--- src/rtl/frame_tx_pkg.sv ---
`timescale 1ns/1ps
// Package: shared widths, control word layout and decoded frame format
// for the configurable serial frame transmitter.
// Assumes at most 9 data bits, one parity bit and two stop bits per frame.
package frame_tx_pkg;

    localparam int MAX_DATA = 9;
    localparam int MAX_STOP = 2;
    localparam int FRAME_W  = 1 + MAX_DATA + 1 + MAX_STOP;
    localparam int CNT_W    = $clog2(FRAME_W + 1);
    localparam int NB_W     = $clog2(MAX_DATA + 1);
    localparam logic [7:0] CTRL_RST = 8'h06;

    typedef enum logic [1:0] {
        MODE_ASYNC = 2'b00,
        MODE_SYNC  = 2'b01,
        MODE_RSVD  = 2'b10,
        MODE_SPI   = 2'b11
    } mode_e;

    typedef enum logic [1:0] {
        PAR_NONE = 2'b00,
        PAR_RSVD = 2'b01,
        PAR_EVEN = 2'b10,
        PAR_ODD  = 2'b11
    } par_e;

    typedef struct packed {
        mode_e      mode;
        par_e       par;
        logic       two_stop;
        logic [1:0] size_lo;
        logic       pol;
    } ctrl_t;

    typedef struct packed {
        logic            sync_mode;
        logic            fall_edge;
        logic            par_en;
        logic            par_odd;
        logic            two_stop;
        logic [NB_W-1:0] nbits;
    } fmt_t;

endpackage

--- src/rtl/frame_tx_cfg.sv ---
`timescale 1ns/1ps
// Module: frame_tx_cfg
// Holds the control word and the extra size bit. It decodes them into a
// frame format: data bit count, parity enable and sense, stop count,
// clocking mode and active edge.
// Assumes reserved codes fall back to safe values: parity 01 means none,
// size 100..110 means 8 bits, and modes 10 and 11 run as asynchronous.
module frame_tx_cfg
    import frame_tx_pkg::*;
(
    input  logic       clk,
    input  logic       rst_n,
    input  logic       cfg_we,
    input  logic [7:0] cfg_wdata,
    input  logic       cfg_wsize_hi,
    output fmt_t       fmt
);

    ctrl_t ctrl_q;
    logic  size_hi_q;
    logic [2:0] size_code;

    // Register the control word and size bit on each host write.
    always_ff @(posedge clk) begin
        if (!rst_n) begin
            ctrl_q    <= ctrl_t'(CTRL_RST);
            size_hi_q <= 1'b0;
        end else if (cfg_we) begin
            ctrl_q    <= ctrl_t'(cfg_wdata);
            size_hi_q <= cfg_wsize_hi;
        end
    end

    assign size_code = {size_hi_q, ctrl_q.size_lo};

    // Decode the stored fields into the frame format.
    always_comb begin
        fmt = '0;
        fmt.sync_mode = (ctrl_q.mode == MODE_SYNC);
        fmt.fall_edge = (ctrl_q.mode == MODE_SYNC) && ctrl_q.pol;
        fmt.par_en    = (ctrl_q.par == PAR_EVEN) || (ctrl_q.par == PAR_ODD);
        fmt.par_odd   = (ctrl_q.par == PAR_ODD);
        fmt.two_stop  = ctrl_q.two_stop;
        case (size_code)
            3'b000:  fmt.nbits = NB_W'(5);
            3'b001:  fmt.nbits = NB_W'(6);
            3'b010:  fmt.nbits = NB_W'(7);
            3'b011:  fmt.nbits = NB_W'(8);
            3'b111:  fmt.nbits = NB_W'(9);
            default: fmt.nbits = NB_W'(8);
        endcase
    end

endmodule

--- src/rtl/frame_tx_strobe.sv ---
`timescale 1ns/1ps
// Module: frame_tx_strobe
// Produces the one-cycle bit strobe. In asynchronous mode the strobe is the
// bit-rate tick. In synchronous mode it is the selected edge of the serial
// clock, detected after a synchronizer chain.
// Assumes xck is slow against clk: each level lasts at least two clk cycles.
module frame_tx_strobe #(
    parameter int SYNC_STAGES = 2
) (
    input  logic clk,
    input  logic rst_n,
    input  logic baud_tick,
    input  logic xck,
    input  logic sync_sel,
    input  logic fall_sel,
    output logic bit_stb
);

    localparam int CHAIN_W = SYNC_STAGES + 1;

    logic [CHAIN_W-1:0] chain_q;
    logic xck_now;
    logic xck_old;
    logic edge_hit;

    // Shift xck through the synchronizer plus one history stage.
    always_ff @(posedge clk) begin
        if (!rst_n) chain_q <= '0;
        else        chain_q <= {chain_q[CHAIN_W-2:0], xck};
    end

    assign xck_now = chain_q[CHAIN_W-2];
    assign xck_old = chain_q[CHAIN_W-1];

    // Select the edge that advances the frame.
    generate
        if (SYNC_STAGES >= 2) begin : g_edge
            always_comb edge_hit = fall_sel ? (xck_old & ~xck_now)
                                            : (~xck_old & xck_now);
        end else begin : g_edge_min
            always_comb edge_hit = fall_sel ? (xck_old & ~xck_now)
                                            : (~xck_old & xck_now);
        end
    endgenerate

    // Pick the pacing source for the active mode.
    always_comb bit_stb = sync_sel ? edge_hit : baud_tick;

endmodule

--- src/rtl/frame_tx_build.sv ---
`timescale 1ns/1ps
// Module: frame_tx_build
// Lays out one frame as a bit vector, bit 0 first on the line: start bit,
// data bits least significant first, optional parity, stop bits. It also
// gives the frame length. All positions past the parity bit are 1, so
// they form the stop bits.
// Assumes nbits lies between 5 and 9.
module frame_tx_build
    import frame_tx_pkg::*;
(
    input  logic [MAX_DATA-1:0] data,
    input  logic [NB_W-1:0]     nbits,
    input  logic                par_en,
    input  logic                par_odd,
    input  logic                two_stop,
    output logic [FRAME_W-1:0]  frame,
    output logic [CNT_W-1:0]    len
);

    logic par_acc;

    // Place the start, data and parity bits and accumulate the parity.
    always_comb begin
        frame   = '1;
        frame[0] = 1'b0;
        par_acc = 1'b0;
        for (int i = 0; i < MAX_DATA; i++) begin
            if (i < int'(nbits)) begin
                frame[1+i] = data[i];
                par_acc    = par_acc ^ data[i];
            end
        end
        for (int j = 1; j < FRAME_W; j++) begin
            if (par_en && (j == int'(nbits) + 1)) frame[j] = par_acc ^ par_odd;
        end
    end

    // Count the bits: start, data, parity, stops.
    always_comb begin
        len = CNT_W'(2) + CNT_W'(nbits) + CNT_W'(par_en) + CNT_W'(two_stop);
    end

endmodule

--- src/rtl/frame_tx_shift.sv ---
`timescale 1ns/1ps
// Module: frame_tx_shift
// Sends the loaded frame. It captures the frame, its length and the pacing
// mode on start, then drives one bit per strobe. One more strobe after the
// last bit returns it to idle.
// Assumes start is asserted only while idle.
module frame_tx_shift
    import frame_tx_pkg::*;
(
    input  logic               clk,
    input  logic               rst_n,
    input  logic               start,
    input  logic [FRAME_W-1:0] frame_in,
    input  logic [CNT_W-1:0]   len_in,
    input  logic               sync_in,
    input  logic               fall_in,
    input  logic               bit_stb,
    output logic               busy,
    output logic               tx,
    output logic               act_sync,
    output logic               act_fall
);

    typedef enum logic {ST_IDLE, ST_SEND} st_e;

    st_e                st_q;
    logic [FRAME_W-1:0] sh_q;
    logic [CNT_W-1:0]   cnt_q;
    logic               tx_q;
    logic               act_sync_q;
    logic               act_fall_q;

    // Load a frame, then move it onto the line one bit per strobe.
    always_ff @(posedge clk) begin
        if (!rst_n) begin
            st_q       <= ST_IDLE;
            sh_q       <= '1;
            cnt_q      <= '0;
            tx_q       <= 1'b1;
            act_sync_q <= 1'b0;
            act_fall_q <= 1'b0;
        end else begin
            case (st_q)
                ST_IDLE: begin
                    if (start) begin
                        st_q       <= ST_SEND;
                        sh_q       <= frame_in;
                        cnt_q      <= len_in;
                        act_sync_q <= sync_in;
                        act_fall_q <= fall_in;
                    end
                end
                ST_SEND: begin
                    if (bit_stb) begin
                        if (cnt_q != '0) begin
                            tx_q  <= sh_q[0];
                            sh_q  <= {1'b1, sh_q[FRAME_W-1:1]};
                            cnt_q <= cnt_q - CNT_W'(1);
                        end else begin
                            tx_q <= 1'b1;
                            st_q <= ST_IDLE;
                        end
                    end
                end
                default: st_q <= ST_IDLE;
            endcase
        end
    end

    assign busy     = (st_q == ST_SEND);
    assign tx       = tx_q;
    assign act_sync = act_sync_q;
    assign act_fall = act_fall_q;

endmodule

--- src/rtl/frame_tx.sv ---
`timescale 1ns/1ps
// Module: frame_tx (top)
// Configurable serial frame transmitter. It joins the control register, the
// frame layout, the bit strobe source and the output shifter.
// Assumes baud_tick lasts one clk cycle and xck is slower than clk / 4.
module frame_tx
    import frame_tx_pkg::*;
#(
    parameter int SYNC_STAGES = 2
) (
    input  logic       clk,
    input  logic       rst_n,
    input  logic       cfg_we,
    input  logic [7:0] cfg_wdata,
    input  logic       cfg_wsize_hi,
    input  logic       in_valid,
    output logic       in_ready,
    input  logic [7:0] in_data,
    input  logic       in_bit8,
    input  logic       baud_tick,
    input  logic       xck,
    output logic       tx
);

    fmt_t               fmt;
    logic [FRAME_W-1:0] frame;
    logic [CNT_W-1:0]   len;
    logic               bit_stb;
    logic               busy;
    logic               accept;
    logic               act_sync;
    logic               act_fall;

    frame_tx_cfg u_cfg (
        .clk          (clk),
        .rst_n        (rst_n),
        .cfg_we       (cfg_we),
        .cfg_wdata    (cfg_wdata),
        .cfg_wsize_hi (cfg_wsize_hi),
        .fmt          (fmt)
    );

    frame_tx_build u_build (
        .data     ({in_bit8, in_data}),
        .nbits    (fmt.nbits),
        .par_en   (fmt.par_en),
        .par_odd  (fmt.par_odd),
        .two_stop (fmt.two_stop),
        .frame    (frame),
        .len      (len)
    );

    frame_tx_strobe #(.SYNC_STAGES(SYNC_STAGES)) u_strobe (
        .clk       (clk),
        .rst_n     (rst_n),
        .baud_tick (baud_tick),
        .xck       (xck),
        .sync_sel  (act_sync),
        .fall_sel  (act_fall),
        .bit_stb   (bit_stb)
    );

    // Accept a character only while idle.
    always_comb accept = in_valid && !busy;

    frame_tx_shift u_shift (
        .clk      (clk),
        .rst_n    (rst_n),
        .start    (accept),
        .frame_in (frame),
        .len_in   (len),
        .sync_in  (fmt.sync_mode),
        .fall_in  (fmt.fall_edge),
        .bit_stb  (bit_stb),
        .busy     (busy),
        .tx       (tx),
        .act_sync (act_sync),
        .act_fall (act_fall)
    );

    assign in_ready = !busy;

endmodule

--- config.mk ---
export PLATFORM = sky130hd
export DESIGN_NAME = frame_tx
export DESIGN_NICKNAME = d
export VERILOG_FILES = /design/src/rtl/frame_tx_pkg.sv /design/src/rtl/frame_tx_cfg.sv /design/src/rtl/frame_tx_strobe.sv /design/src/rtl/frame_tx_build.sv /design/src/rtl/frame_tx_shift.sv /design/src/rtl/frame_tx.sv
export SDC_FILE = /design/constraint.sdc
export NUM_CORES = 1
export LEC_CHECK = 0
export BUFFER_PORTS_ARGS = -buffer_cell sky130_fd_sc_hd__buf_2
export CAP_MARGIN = 20
export CORE_UTILIZATION = 35
export DETAILED_ROUTE_END_ITERATION = 16
export GPL_TIMING_DRIVEN = 0
export HOLD_SLACK_MARGIN = 0.03
export PLACE_DENSITY_LB_ADDON = 0.05
export REMOVE_ABC_BUFFERS = 1
export SLEW_MARGIN = 25
export SYNTH_ARGS = -nofsm -noshare
export SYNTH_HDL_FRONTEND = slang
export SYNTH_SLANG_ARGS = --single-unit
--- constraint.sdc ---
create_clock -name clk -period 1.9 [get_ports clk]
set_input_delay 0.38 -clock clk [delete_from_list [all_inputs] [get_ports clk]]
set_output_delay 0.38 -clock clk [all_outputs]
set_load 0.005 [all_outputs]
==> flow_summary.yaml <==
yosys:
  yosysUniqueCellTypes: 43
  synth_area_um2: 1650
  syn_avg_cell_area_um2: 8.64
  post-synth-top-area-fraction_pct: 40.0
  synth_edf_count: 0
  yosysSeqAreaShare_pct: 40.0
  yosys_warnings: 0
  synthCells: 191
  async_flop_share_pct: 0
  netlist_top_cells_area: "dfxtp_1 40%, mux2i_1 9.1%, nand2_1 5.9%, o21ai_0 4.2%, nor2_1 3.6%"
  yosys_register_bits: 33
  ys.flop_type: "dfxtp_1"
  synth.largest_area_cell: "dfxtp_1"
min_path:
  worstHoldStart: "xck"
  hold_path_class: "input pin to flop"
  worstHoldEndpoint: "u_strobe.chain_q[0]"
  holdPathStages: 2
cts:
  numClockSinks: 33
  ctsHtreeMaxLevel: 2
  clkTransAtPathRegs_ns: 0.07
  clk_path_buf_depth: 2
  clk_latency_ns: 0.28
  cts_tree: "yes"
  cts_root_buffer: "clkbuf_8"
  numCtsBuffers: 5
  postCtsHoldBufs: 0
timing:
  fmax_ghz: 0.550
  finalMaxSlewViolations: 0
  setup_slack_ns: 0.0805
  fin_crit_ns: 1.82
  whs_ns: 0.308
  relSlewSlack_pct: 58.8
  hold_viol: 0
  rsz0062_at_grt: "no"
  finalSetupViolCount: 0
  finClkSkew_ns: 0.00972
  worstMarginPinSlew_ns: 0.617
  period_share_pct: 95.8
critical_path:
  reg2reg_depth: 6
  r2r_end: "u_shift.sh_q[7]"
  reg2reg_from: "u_cfg.ctrl_q[4]"
  path_delay_family: "XOR/XNOR gates"
  critPathBufInv: 1
  crit_type: "input pin to flop"
  cpPeakStageDelay_ns: 0.40
  crit_chain: "buf_2, xnor2_1, xnor3_1, xor2_1, xnor2_2, a41oi_1, a211o_1"
  reg2reg_slack_ns: 0.09
  cp-end-kind: "flop"
  critPathLaunchType: "input pin"
  cp.required_ns: 2.07
  cp_slowest_cell: "xnor3_1"
  crit_fanout: 4
  critPathArrivalTime_ns: 1.99
placement:
  placed_cells: 259
  hpwl_mm: 2.64
  io_buffers: 25
  dpl_worst_slack_ns: -0.557
  gp_congestion: 0.745
floorplan:
  die_area_um2: 4990
  rows: 24
  die_width_um: 70.7
  start_util_pct: 37.1
  core_um2: 4440
  pin_count: 26
  die_h_um: 70.7
layout:
  drive_above_1_share_pct: 24.7
  finalNonFillerCells: 271
  syn_to_final_growth_pct: 21.4
  diodes: 0
  final_nets: 245
  fillCellCount: 464
  final_util_pct: 45.1
drt:
  wirelength_mm: 3.72
  drt_pass1_iterations: 10
  via_per_inst: 5.17
  drc: 2
  dr_total_vias: 1402
  wl_per_cell_um: 13.7
  drt_iter0_markers: 91
  final_antenna_net_count: 0
grt:
  grt_pass1_vias: 1335
  grt_first_pass_wirelength_mm: 6.29
  grt_max_degree: 19
  antenna_found_initial: 0
  track_usage_pct: 15.9
  globalRouteOverflowTotal: 0
outcome:
  status: "finished with violations"
  violations: "DRC"
power_and_ir_drop:
  irDropWorstVdd_mv: 0.539
  leakage_nw: 0.819
  power_w: 0.00179
  power-per-cell-area_nw_per_um2: 894
run:
  maxCapViolations: 0
-- cell usage after synthesis (3+ instances only) --
master	n
dfxtp_1	33
nand2_1	26
nor2_1	16
mux2i_1	15
o21ai_0	14
a21oi_1	9
clkbuf_1	6
inv_1	6
xnor2_1	6
and2_1	5
nor3_1	4
o211ai_1	4
a211o_1	3
buf_2	3
nand3_1	3
nor2b_1	3
xor2_1	3
-- worst register-to-register path, cell delays in order (launching register included) --
cell     delay (ns)
dfxtp_1        0.39
xnor2_1        0.15
xnor3_1        0.29
xor2_1         0.19
xnor2_2        0.24
a41oi_1        0.15
a211o_1        0.30
-- cell type report --
type | count | area [um^2] | share of cell area, %
multi-input cells | 141 | 977 | 48.8
inverters | 8 | 31.3 | 1.56
flip-flops and latches | 33 | 673 | 33.6
repair buffers | 29 | 155 | 7.75
clock buffers | 7 | 96.3 | 4.81
clock inverters | 1 | 5.00 | 0.250
well taps | 52 | 65.1 | 3.25
-- per-layer routing --
layer / wire, um / vias up / GRT usage [%]
met4: 24 / 0 / 3.33
met1: 1820 / 648 / 20.9
met2: 1740 / 26 / 26.8
met3: 128 / 2 / 3.99
li1: - / 726 / -
met5: 0 / - / 0
-- cell usage in the layout (no fill, tap or decap), drive strengths merged, types with 6 or more instances in the layout --
cell / instances
nor2: 17
inv: 6
nand2: 26
mux2i: 15
a21oi: 9
buf: 29
o21ai: 15
clkbuf: 7
dfxtp: 33
xnor2: 7
-- timing repair --
item                       4_1_cts  5_1_grt
setup endpoints to repair       18       13
pin swaps                        1        2
setup buffers                    3        1
resized for setup               12        8
-- logic make-up after synthesis --
logic type,synth area share (%)
XOR/XNOR,7.13
multiplexers,9.10
adder cells (fa/ha/maj),2.73
AO/OA/AOI/OAI,16.4
flip-flops,40.0
buffers and inverters,4.09
AND/OR/NAND/NOR,20.5
-- how the worst max path moves through the flow --
stage	startpoint	to	slack (ns)	cells past startpoint
after floorplan	u_shift.busy	u_shift.cnt_q[2]	-0.22	6
after global placement	u_shift.busy	u_shift.sh_q[10]	-0.91	6
after detailed placement	u_shift.busy	u_shift.sh_q[9]	-0.56	6
after CTS	u_cfg.size_hi_q	u_shift.cnt_q[2]	0.003	6
after global routing	u_cfg.ctrl_q[1]	u_shift.cnt_q[2]	0.01	7
final	in_data[1]	u_shift.sh_q[7]	0.08	7
-- registers in the layout, indices dropped and copies added, names as in the netlist --
signal / count
u_cfg.fmt: 1
u_cfg.size_hi_q: 1
u_shift.act_fall: 1
u_shift.busy: 1
u_shift.tx: 1
u_shift.cnt_q: 4
u_strobe.chain_q: 3
u_shift.act_sync: 1
u_shift.sh_q: 13
u_cfg.ctrl_q: 7
-- through the flow --
| step | setup TNS [ns] | instance area, um^2 |
|---|---|---|
| after floorplan | -0.606 | 1610 |
| after global placement | -9.23 | 1800 |
| after detailed placement | -5.54 | 1810 |
| after CTS | 0 | 1970 |
| after global routing | 0 | 2000 |
| final | 0 | 2000 |
-- where the power goes --
| part | leakage, nW | total [W] | internal (W) | switching, W |
|---|---|---|---|---|
| Combinational | 0.492 | 0.000416 | 0.000202 | 0.000215 |
| Clock | 0.0542 | 0.000572 | 0.000327 | 0.000245 |
| Sequential | 0.273 | 0.000804 | 0.000747 | 0.0000568 |
| Total | 0.819 | 0.00179 | 0.00128 | 0.000516 |
(Power assumes the default switching activity.)
